--- src/rtl/irq_trk_pkg.sv ---
package irq_trk_pkg;
  localparam int ID_W    = 10;
  localparam int PRIO_W  = 8;
  localparam int RPRIO_W = PRIO_W + 1;

  typedef logic [ID_W-1:0]    irq_id_t;
  typedef logic [PRIO_W-1:0]  prio_t;
  typedef logic [RPRIO_W-1:0] rprio_t;

  localparam irq_id_t IDLE_ID   = irq_id_t'((1 << ID_W) - 1);
  localparam rprio_t  IDLE_PRIO = rprio_t'(1 << PRIO_W);

  typedef enum logic {
    WALK_IDLE,
    WALK_STEP
  } walk_st_e;
endpackage

--- src/rtl/irq_req_decode.sv ---
module irq_req_decode
  import irq_trk_pkg::*;
#(
  parameter int NUM_IRQ       = 64,
  parameter bit LEGACY_REPEND = 1'b1
) (
  input  irq_id_t            pend_id_i,
  input  prio_t              pend_prio_i,
  input  irq_id_t            run_id_i,
  input  rprio_t             run_prio_i,
  input  logic [31:0]        eoi_data_i,
  input  logic [NUM_IRQ-1:0] lvl_trig_i,
  input  logic [NUM_IRQ-1:0] line_hi_i,
  input  logic [NUM_IRQ-1:0] irq_en_i,
  input  logic [NUM_IRQ-1:0] cpu_tgt_i,
  output logic               ack_take_o,
  output irq_id_t            eoi_id_o,
  output logic               eoi_ok_o,
  output logic               eoi_hit_o,
  output logic               repend_o
);
  localparam int IDX_W = $clog2(NUM_IRQ);

  logic eoi_unused;
  logic eoi_in_rng;
  logic [IDX_W-1:0] eoi_idx;

  assign eoi_unused = ^eoi_data_i[31:ID_W];

  // out-of-range pending IDs (1023 included) are never taken
  assign ack_take_o = (pend_id_i < irq_id_t'(NUM_IRQ)) &&
                      ({1'b0, pend_prio_i} < run_prio_i);

  assign eoi_id_o   = eoi_data_i[ID_W-1:0];
  assign eoi_in_rng = eoi_id_o < irq_id_t'(NUM_IRQ);
  assign eoi_ok_o   = eoi_in_rng && (run_id_i != IDLE_ID);
  assign eoi_hit_o  = eoi_id_o == run_id_i;
  assign eoi_idx    = eoi_id_o[IDX_W-1:0];

  generate
    if (LEGACY_REPEND) begin : g_repend
      assign repend_o = eoi_in_rng && lvl_trig_i[eoi_idx] && line_hi_i[eoi_idx] &&
                        irq_en_i[eoi_idx] && cpu_tgt_i[eoi_idx];
    end else begin : g_no_repend
      logic repend_unused;
      assign repend_unused = ^{lvl_trig_i, line_hi_i, irq_en_i, cpu_tgt_i, eoi_idx};
      assign repend_o = 1'b0;
    end
  endgenerate
endmodule

--- src/rtl/irq_link_store.sv ---
module irq_link_store
  import irq_trk_pkg::*;
#(
  parameter int NUM_IRQ = 64
) (
  input  logic    clk_i,
  input  logic    rst_ni,
  input  logic    lk_we_i,
  input  irq_id_t lk_wa_i,
  input  irq_id_t lk_wd_i,
  input  logic    pr_we_i,
  input  irq_id_t pr_wa_i,
  input  rprio_t  pr_wd_i,
  input  irq_id_t ra0_i,
  output irq_id_t rd0_o,
  input  irq_id_t ra1_i,
  output irq_id_t rd1_o,
  input  irq_id_t pra_i,
  output rprio_t  prd_o
);
  localparam int IDX_W = $clog2(NUM_IRQ);

  irq_id_t link_q [NUM_IRQ];
  rprio_t  prio_q [NUM_IRQ];

  function automatic logic in_rng(irq_id_t a);
    return a < irq_id_t'(NUM_IRQ);
  endfunction

  // an out-of-range address reads as end of chain / idle priority
  assign rd0_o = in_rng(ra0_i) ? link_q[ra0_i[IDX_W-1:0]] : IDLE_ID;
  assign rd1_o = in_rng(ra1_i) ? link_q[ra1_i[IDX_W-1:0]] : IDLE_ID;
  assign prd_o = in_rng(pra_i) ? prio_q[pra_i[IDX_W-1:0]] : IDLE_PRIO;

  always_ff @(posedge clk_i or negedge rst_ni) begin
    if (!rst_ni) begin
      for (int i = 0; i < NUM_IRQ; i++) begin
        link_q[i] <= IDLE_ID;
        prio_q[i] <= IDLE_PRIO;
      end
    end else begin
      if (lk_we_i && in_rng(lk_wa_i)) link_q[lk_wa_i[IDX_W-1:0]] <= lk_wd_i;
      if (pr_we_i && in_rng(pr_wa_i)) prio_q[pr_wa_i[IDX_W-1:0]] <= pr_wd_i;
    end
  end
endmodule

--- src/rtl/irq_chain_walker.sv ---
module irq_chain_walker
  import irq_trk_pkg::*;
(
  input  logic    clk_i,
  input  logic    rst_ni,
  input  logic    start_i,
  input  irq_id_t head_i,
  input  irq_id_t tgt_i,
  input  irq_id_t link_cur_i,
  input  irq_id_t link_tgt_i,
  output irq_id_t cur_o,
  output irq_id_t tgt_o,
  output logic    busy_o,
  output logic    wr_o,
  output irq_id_t wr_idx_o,
  output irq_id_t wr_data_o
);
  walk_st_e st_q;
  irq_id_t  cur_q, tgt_q;
  logic     at_end, found;

  assign busy_o    = st_q == WALK_STEP;
  assign cur_o     = cur_q;
  assign tgt_o     = tgt_q;
  assign at_end    = link_cur_i == IDLE_ID;
  assign found     = !at_end && (link_cur_i == tgt_q);
  assign wr_o      = busy_o && found;
  assign wr_idx_o  = cur_q;
  assign wr_data_o = link_tgt_i;

  always_ff @(posedge clk_i or negedge rst_ni) begin
    if (!rst_ni) begin
      st_q  <= WALK_IDLE;
      cur_q <= IDLE_ID;
      tgt_q <= IDLE_ID;
    end else begin
      unique case (st_q)
        WALK_IDLE: if (start_i) begin
          st_q  <= WALK_STEP;
          cur_q <= head_i;
          tgt_q <= tgt_i;
        end
        WALK_STEP: begin
          if (at_end || found) st_q <= WALK_IDLE;
          else                 cur_q <= link_cur_i;
        end
        default: st_q <= WALK_IDLE;
      endcase
    end
  end


  walk_advance_chk: assert property (@(posedge clk_i) disable iff (!rst_ni)
    busy_o |=> (!busy_o || cur_q != $past(cur_q)));

  walk_write_once_chk: assert property (@(posedge clk_i) disable iff (!rst_ni)
    wr_o |=> !busy_o);
endmodule

--- src/rtl/irq_active_tracker.sv ---
module irq_active_tracker
  import irq_trk_pkg::*;
#(
  parameter int NUM_IRQ       = 64,
  parameter bit LEGACY_REPEND = 1'b1
) (
  input  logic               clk_i,
  input  logic               rst_ni,
  input  logic [9:0]         pend_id_i,
  input  logic [7:0]         pend_prio_i,
  input  logic               ack_i,
  output logic               ack_rsp_o,
  output logic [9:0]         ack_id_o,
  input  logic               eoi_i,
  input  logic [31:0]        eoi_data_i,
  input  logic [NUM_IRQ-1:0] lvl_trig_i,
  input  logic [NUM_IRQ-1:0] line_hi_i,
  input  logic [NUM_IRQ-1:0] irq_en_i,
  input  logic [NUM_IRQ-1:0] cpu_tgt_i,
  output logic               busy_o,
  output logic [9:0]         run_id_o,
  output logic [8:0]         run_prio_o,
  output logic               pend_clr_o,
  output logic [9:0]         pend_clr_id_o,
  output logic               pend_set_o,
  output logic [9:0]         pend_set_id_o
);
  irq_id_t run_id_q, ack_id_q, clr_id_q, set_id_q;
  rprio_t  run_prio_q;
  logic    ack_rsp_q, clr_q, set_q;

  logic    ack_take, eoi_ok, eoi_hit, repend;
  irq_id_t eoi_id;
  logic    walk_busy, walk_wr;
  irq_id_t walk_cur, walk_tgt, walk_wr_idx, walk_wr_data;
  logic    ack_go, ack_set, eoi_go;
  irq_id_t rd0, rd1;
  rprio_t  prd;
  logic    lk_we;
  irq_id_t lk_wa, lk_wd;

  irq_req_decode #(.NUM_IRQ(NUM_IRQ), .LEGACY_REPEND(LEGACY_REPEND)) u_dec (
    .pend_id_i  (pend_id_i),
    .pend_prio_i(pend_prio_i),
    .run_id_i   (run_id_q),
    .run_prio_i (run_prio_q),
    .eoi_data_i (eoi_data_i),
    .lvl_trig_i (lvl_trig_i),
    .line_hi_i  (line_hi_i),
    .irq_en_i   (irq_en_i),
    .cpu_tgt_i  (cpu_tgt_i),
    .ack_take_o (ack_take),
    .eoi_id_o   (eoi_id),
    .eoi_ok_o   (eoi_ok),
    .eoi_hit_o  (eoi_hit),
    .repend_o   (repend)
  );

  // strobes are dropped while walking; ack wins over a same-cycle EOI
  assign ack_go  = ack_i && !walk_busy;
  assign ack_set = ack_go && ack_take;
  assign eoi_go  = eoi_i && !walk_busy && !ack_i && eoi_ok;

  assign lk_we = ack_set || walk_wr;
  assign lk_wa = ack_set ? pend_id_i : walk_wr_idx;
  assign lk_wd = ack_set ? run_id_q  : walk_wr_data;

  irq_link_store #(.NUM_IRQ(NUM_IRQ)) u_store (
    .clk_i  (clk_i),
    .rst_ni (rst_ni),
    .lk_we_i(lk_we),
    .lk_wa_i(lk_wa),
    .lk_wd_i(lk_wd),
    .pr_we_i(ack_set),
    .pr_wa_i(pend_id_i),
    .pr_wd_i({1'b0, pend_prio_i}),
    .ra0_i  (walk_busy ? walk_cur : run_id_q),
    .rd0_o  (rd0),
    .ra1_i  (walk_tgt),
    .rd1_o  (rd1),
    .pra_i  (rd0),
    .prd_o  (prd)
  );

  irq_chain_walker u_walk (
    .clk_i     (clk_i),
    .rst_ni    (rst_ni),
    .start_i   (eoi_go && !eoi_hit),
    .head_i    (run_id_q),
    .tgt_i     (eoi_id),
    .link_cur_i(rd0),
    .link_tgt_i(rd1),
    .cur_o     (walk_cur),
    .tgt_o     (walk_tgt),
    .busy_o    (walk_busy),
    .wr_o      (walk_wr),
    .wr_idx_o  (walk_wr_idx),
    .wr_data_o (walk_wr_data)
  );

  always_ff @(posedge clk_i or negedge rst_ni) begin
    if (!rst_ni) begin
      run_id_q   <= IDLE_ID;
      run_prio_q <= IDLE_PRIO;
      ack_rsp_q  <= 1'b0;
      ack_id_q   <= IDLE_ID;
      clr_q      <= 1'b0;
      clr_id_q   <= IDLE_ID;
      set_q      <= 1'b0;
      set_id_q   <= IDLE_ID;
    end else begin
      ack_rsp_q <= ack_go;
      clr_q     <= ack_set;
      set_q     <= eoi_go && repend;
      if (ack_go)  ack_id_q <= ack_take ? pend_id_i : IDLE_ID;
      if (ack_set) clr_id_q <= pend_id_i;
      if (eoi_go && repend) set_id_q <= eoi_id;
      if (ack_set) begin
        run_id_q   <= pend_id_i;
        run_prio_q <= {1'b0, pend_prio_i};
      end else if (eoi_go && eoi_hit) begin
        run_id_q   <= rd0;
        run_prio_q <= prd;
      end
    end
  end

  assign ack_rsp_o     = ack_rsp_q;
  assign ack_id_o      = ack_id_q;
  assign busy_o        = walk_busy;
  assign run_id_o      = run_id_q;
  assign run_prio_o    = run_prio_q;
  assign pend_clr_o    = clr_q;
  assign pend_clr_id_o = clr_id_q;
  assign pend_set_o    = set_q;
  assign pend_set_id_o = set_id_q;


  idle_prio_chk: assert property (@(posedge clk_i) disable iff (!rst_ni)
    (run_id_o == IDLE_ID) |-> (run_prio_o == IDLE_PRIO));

  reject_no_change_chk: assert property (@(posedge clk_i) disable iff (!rst_ni)
    (ack_rsp_o && ack_id_o == IDLE_ID) |-> ($stable(run_id_o) && $stable(run_prio_o) && !pend_clr_o));

  take_runs_chk: assert property (@(posedge clk_i) disable iff (!rst_ni)
    (ack_rsp_o && ack_id_o != IDLE_ID) |-> (run_id_o == ack_id_o && pend_clr_o && pend_clr_id_o == ack_id_o));

  busy_freeze_chk: assert property (@(posedge clk_i) disable iff (!rst_ni)
    busy_o |=> ($stable(run_id_o) && $stable(run_prio_o) && !ack_rsp_o && !pend_set_o));

  set_in_range_chk: assert property (@(posedge clk_i) disable iff (!rst_ni)
    pend_set_o |-> (pend_set_id_o < irq_id_t'(NUM_IRQ)));
endmodule

--- config.mk ---
export PLATFORM = sky130hd
export DESIGN_NAME = irq_active_tracker
export DESIGN_NICKNAME = d
export VERILOG_FILES = /design/src/rtl/irq_trk_pkg.sv /design/src/rtl/irq_req_decode.sv /design/src/rtl/irq_link_store.sv /design/src/rtl/irq_chain_walker.sv /design/src/rtl/irq_active_tracker.sv
export SDC_FILE = /design/constraint.sdc
export NUM_CORES = 2
export LEC_CHECK = 0
export BUFFER_PORTS_ARGS = -buffer_cell sky130_fd_sc_hd__buf_2
export CAP_MARGIN = 0
export CORE_AREA = 10 10 508 510
export DETAILED_ROUTE_END_ITERATION = 7
export DIE_AREA = 0 0 518 520
export HOLD_SLACK_MARGIN = 0.05
export PLACE_DENSITY = 0.47
export RECOVER_POWER = 100
export SYNTH_ARGS = -nofsm -noshare
export SYNTH_HDL_FRONTEND = slang
export SYNTH_HIERARCHICAL = 1
export SYNTH_SLANG_ARGS = --single-unit
export TNS_END_PERCENT = 5
--- constraint.sdc ---
create_clock -name clk_i -period 9.3 [get_ports clk_i]
set_input_delay 0.93 -clock clk_i [delete_from_list [all_inputs] [get_ports clk_i]]
set_output_delay 0.93 -clock clk_i [all_outputs]
set_load 0.01 [all_outputs]
==> summary.md <==
| Metric | Value |
|---|---|
| Result of the run | finished, violations left |
| Violated checks | capacitance limit, slew limit |
| H-tree levels | 4 |
| Number of cells on the worst reg-to-reg path | 16 |
| Setup repair after global routing missed its margin | no |
| Core Region | 0.248 mm2 |
| Required time at the endpoint of the critical path | ~10000 ps |
| Number of warnings issued by yosys | 6 |
| Worst-case setup slack after placement | 1830 ps |
| Worst slack on hold paths | around 130 ps |
| Chip width | between 500 and 600 um |
| Start of the worst register-to-register path | u_walk/busy_o |
| Mean routed wirelength per cell | ~30 um |
| Clock sink count | roughly 1,300 |
| Setup Total Neg Slack | 0 ps |
| Number of buffers inserted by port buffering | 340 |
| Buffer count from post-CTS setup fixing | 0 |
| I/O pin count | approximately 360 |
| Normalized max-slew margin | -344% |
| Summed instance area of the synthesized netlist | roughly 0.067 mm2 |
| Share of the yosys chip area belonging to registers | 49.9% |
| Max-cap viol count | 15 |
| CTS clock-pin slew for the worst setup and hold paths | around 60 ps |
| Die span in y | 520 um |
| Crit path largest cell delay | 1160 ps |
| Final count of pins violating max slew | 959 |
| Final worst-path cycle share | between 80% and 90% |
| Final GP Congestion | between 0.8 and 0.9 |
| Crit path kind | reg -> reg |
| Number of library cell types mapped by synthesis | 81 |
| Most instantiated flip-flop cell in the synthesis netlist | sky130_fd_sc_hd__dfstp_2 |
| Worst path slowest cell | sky130_fd_sc_hd__nor2_1 |
| Leakage dissipation | approximately 0.031 uW |
| # rows | between 150 and 200 |
| Final routed wirelength across all metal layers | around 240,000 um |
| Final Critical Period | around 8000 ps |
| Tightest Pin Transition | ~6700 ps |
| Global routing usage summed across all routing layers | between 15 and 20% |
| Area growth from synthesis to layout | 14.1% |
| Number of nets in the synthesized netlist | 4,531 |
| Hold Crit Class | in -> async |
| Vias in the first global route | between 40,000 and 50,000 |
| Bufs on Longest Clock Path | 3 |
| Number of routed nets with antenna violations | 0 |
| Final hold vios | 0 |
| P per Cell Area | 263 mW/mm2 |
| Total power | around 20,000 uW |
| Data arrival, critical path | a little under 9000 ps |
| Routed via count | 39,900 |
| Number of fill cells in the layout | 24,700 |
| Worst Setup Slack, final | about 1100 ps |
| Worst Clk Skew | roughly 32 ps |
| Number of DRC markers after the initial detailed-route iteration | about 2,700 |
| Area used by multi-input combinational logic | between 0.03 and 0.04 mm2 |
| Launching element of the worst setup path | u_walk/busy_o |
| Worst-case vdd ir drop | about 1100 uV |
| Post-synthesis area per instance | around 16 um2 |
| Clock insertion delay at the later pin of the skew report | 770 ps |
| Cell chosen for the clock root | sky130_fd_sc_hd__clkbuf_16 |
| Post-synth EDFFs | 0 |
| Largest net degree at the start of global routing | 173 |
| Critical Path End Type | flip-flop |
| Total CTS buffers | around 140 |
| Vias per std cell | about 5.1 |
| TritonCTS clock tree | built |
| Global route overflow | 0 |
| Global-route wire length before repair | approximately 330,000 um |
| Post-route DRC | 0 |
| Max Clk Rate | around 120 MHz |
| Critical Path Fanout Max | 76 |
| Cells after Synth | around 4,200 |
| List of cells traversed by the critical path | clkbuf_1, mux2_8, clkbuf_1, mux4_2, mux4_2, mux2i_1, a21oi_1, xnor2_1, nand2_2, nor3_1, and3b_1, nand2b_1, nand3_1, or2_2, nor2_1, mux2_2 |
| Share of flip-flops with an asynchronous set or reset after synthesis | between 90% and 100% |
| Hold-fix buffers at CTS | 0 |
| Finish-stage setup viols | 0 |
| Storage cell area | around 0.033 mm2 |
| Detailed Routing Iterations Pass 1 | 5 |
| Count of nets after finishing | 4,735 |
| Number of register bits inferred by synthesis | between 1,000 and 1,500 |
| Number of antenna violations at the first check in global routing | 39 |
| Initial core utilization | 26.9% |
| Post-detail-place hpwl | ~160,000 um |
| Fraction of final layout cells with drive strength greater than 1 | 71.9% |
| Startpoint kind of the worst setup timing path | flip-flop |
| CTS resizes | 0 |
| Die area | roughly 0.27 mm2 |
## registers in the layout, indices dropped and copies added (netlist names)
| signal | flops |
|---|---|
| pend_set_id_o | 10 |
| u_walk/busy_o | 1 |
| run_prio_o | 9 |
| u_store/link_q | 640 |
| u_walk/cur_o | 10 |
| u_store/prio_q | 576 |
| pend_set_o | 1 |
| u_walk/tgt_o | 10 |
| pend_clr_o | 1 |
| pend_clr_id_o | 10 |
| run_id_o | 10 |
| ack_rsp_o | 1 |
| ack_id_o | 10 |
## final cells by class
class	instances	area share [%]
diodes	11	0.0362
clock buffers	218	5.61
clock inverters	31	0.380
inverters	18	0.0889
multi-input cells	2551	41.6
flip-flops and latches	1289	43.7
well taps	3330	5.48
repair buffers	417	3.06
## cells in the mapped netlist, types with 9 or more instances
library cell	count	share of area, %
sky130_fd_sc_hd__mux2_2	1277	22
sky130_fd_sc_hd__dfstp_2	765	30
sky130_fd_sc_hd__mux4_2	556	19
sky130_fd_sc_hd__dfrtp_1	524	20
sky130_fd_sc_hd__clkbuf_1	198	1.1
sky130_fd_sc_hd__nand2_1	125	0.70
sky130_fd_sc_hd__nor2_2	111	1.0
sky130_fd_sc_hd__buf_2	69	0.52
sky130_fd_sc_hd__buf_1	52	0.29
sky130_fd_sc_hd__nand4_1	52	0.49
sky130_fd_sc_hd__o22ai_1	36	0.34
sky130_fd_sc_hd__buf_4	32	0.36
sky130_fd_sc_hd__mux2i_1	30	0.45
sky130_fd_sc_hd__nand3_1	26	0.20
sky130_fd_sc_hd__o21ai_0	25	0.19
sky130_fd_sc_hd__nor2_1	23	0.13
sky130_fd_sc_hd__a21oi_1	21	0.16
sky130_fd_sc_hd__a22oi_1	21	0.24
sky130_fd_sc_hd__nor2b_1	18	0.17
sky130_fd_sc_hd__xnor2_1	18	0.24
sky130_fd_sc_hd__a31oi_1	17	0.16
sky130_fd_sc_hd__a211oi_1	16	0.18
sky130_fd_sc_hd__mux2_1	16	0.27
sky130_fd_sc_hd__inv_1	15	0.085
sky130_fd_sc_hd__and3_1	12	0.11
sky130_fd_sc_hd__nand3b_1	10	0.11
sky130_fd_sc_hd__o22a_1	10	0.13
sky130_fd_sc_hd__mux2_4	9	0.20
## report_power, final
group	internal, uW	total (uW)	switching [uW]
Clock	3260	5640	2380
Sequential	5830	6100	269
Combinational	2830	8280	5450
Total	11900	20000	8100
## through the flow
stage          cells  area, um2  util [%]
2_1_floorplan   4214      66600         -
5_1_grt         7856      76000      30.7
6_report        7865      76000      30.7
3_5_place_dp    7605      71800      29.0
4_1_cts         7854      76300      30.8
3_3_place_gp    7605      71800      29.0
## cell families (layout without fill, tap and decap cells)
kind of cell             count (synthesis)  after routing  synth area share [%]
AO/OA/AOI/OAI                          174            174                  1.75
XOR/XNOR                                20             20                 0.263
adder cells (fa/ha/maj)                  7              7                 0.131
buffers and inverters                  374            684                  2.46
flip-flops                            1289           1289                  49.9
multiplexers                          1892           1892                  41.5
other                                    1             12               0.00563
AND/OR/NAND/NOR                        457            457                  4.05
## final timing paths
check                                      endpoint  slack, ps
worst max-delay path            u_store/link_q[321]       1140
worst min-delay path            u_store/prio_q[356]        130
worst max register to register  u_store/link_q[321]       1140
worst min register to register     pend_clr_id_o[4]        460
max in group asynchronous       u_store/link_q[170]       2400
min in group clk_i                 pend_clr_id_o[4]        460
## placed cells by master (no fill, tap or decap), types with 52 or more instances in the layout
cell / count
sky130_fd_sc_hd__buf_2: 299
sky130_fd_sc_hd__clkbuf_1: 92
sky130_fd_sc_hd__clkbuf_16: 146
sky130_fd_sc_hd__dfrtp_1: 524
sky130_fd_sc_hd__dfstp_2: 749
sky130_fd_sc_hd__mux2_2: 1273
sky130_fd_sc_hd__mux4_2: 556
sky130_fd_sc_hd__nand2_1: 121
sky130_fd_sc_hd__nand4_1: 52
sky130_fd_sc_hd__nor2_1: 79
sky130_fd_sc_hd__nor2_2: 55
## worst max-delay path: cells and delay by family, from the launching register on
family	cells	cell delay, ps
multiplexers	5	2600
AND/OR/NAND/NOR	7	2480
buffers and inverters	2	1500
flip-flops	1	760
AO/OA/AOI/OAI	1	310
XOR/XNOR	1	280
## metal layers
layer	global-route usage [%]	vias to the layer above	wire length [um]
li1	-	16600	-
met5	0	-	27
met3	3.24	261	11100
met4	4.16	4	6270
met2	26.1	918	107000
met1	24.4	22100	111000
(Power assumes the default switching activity.)
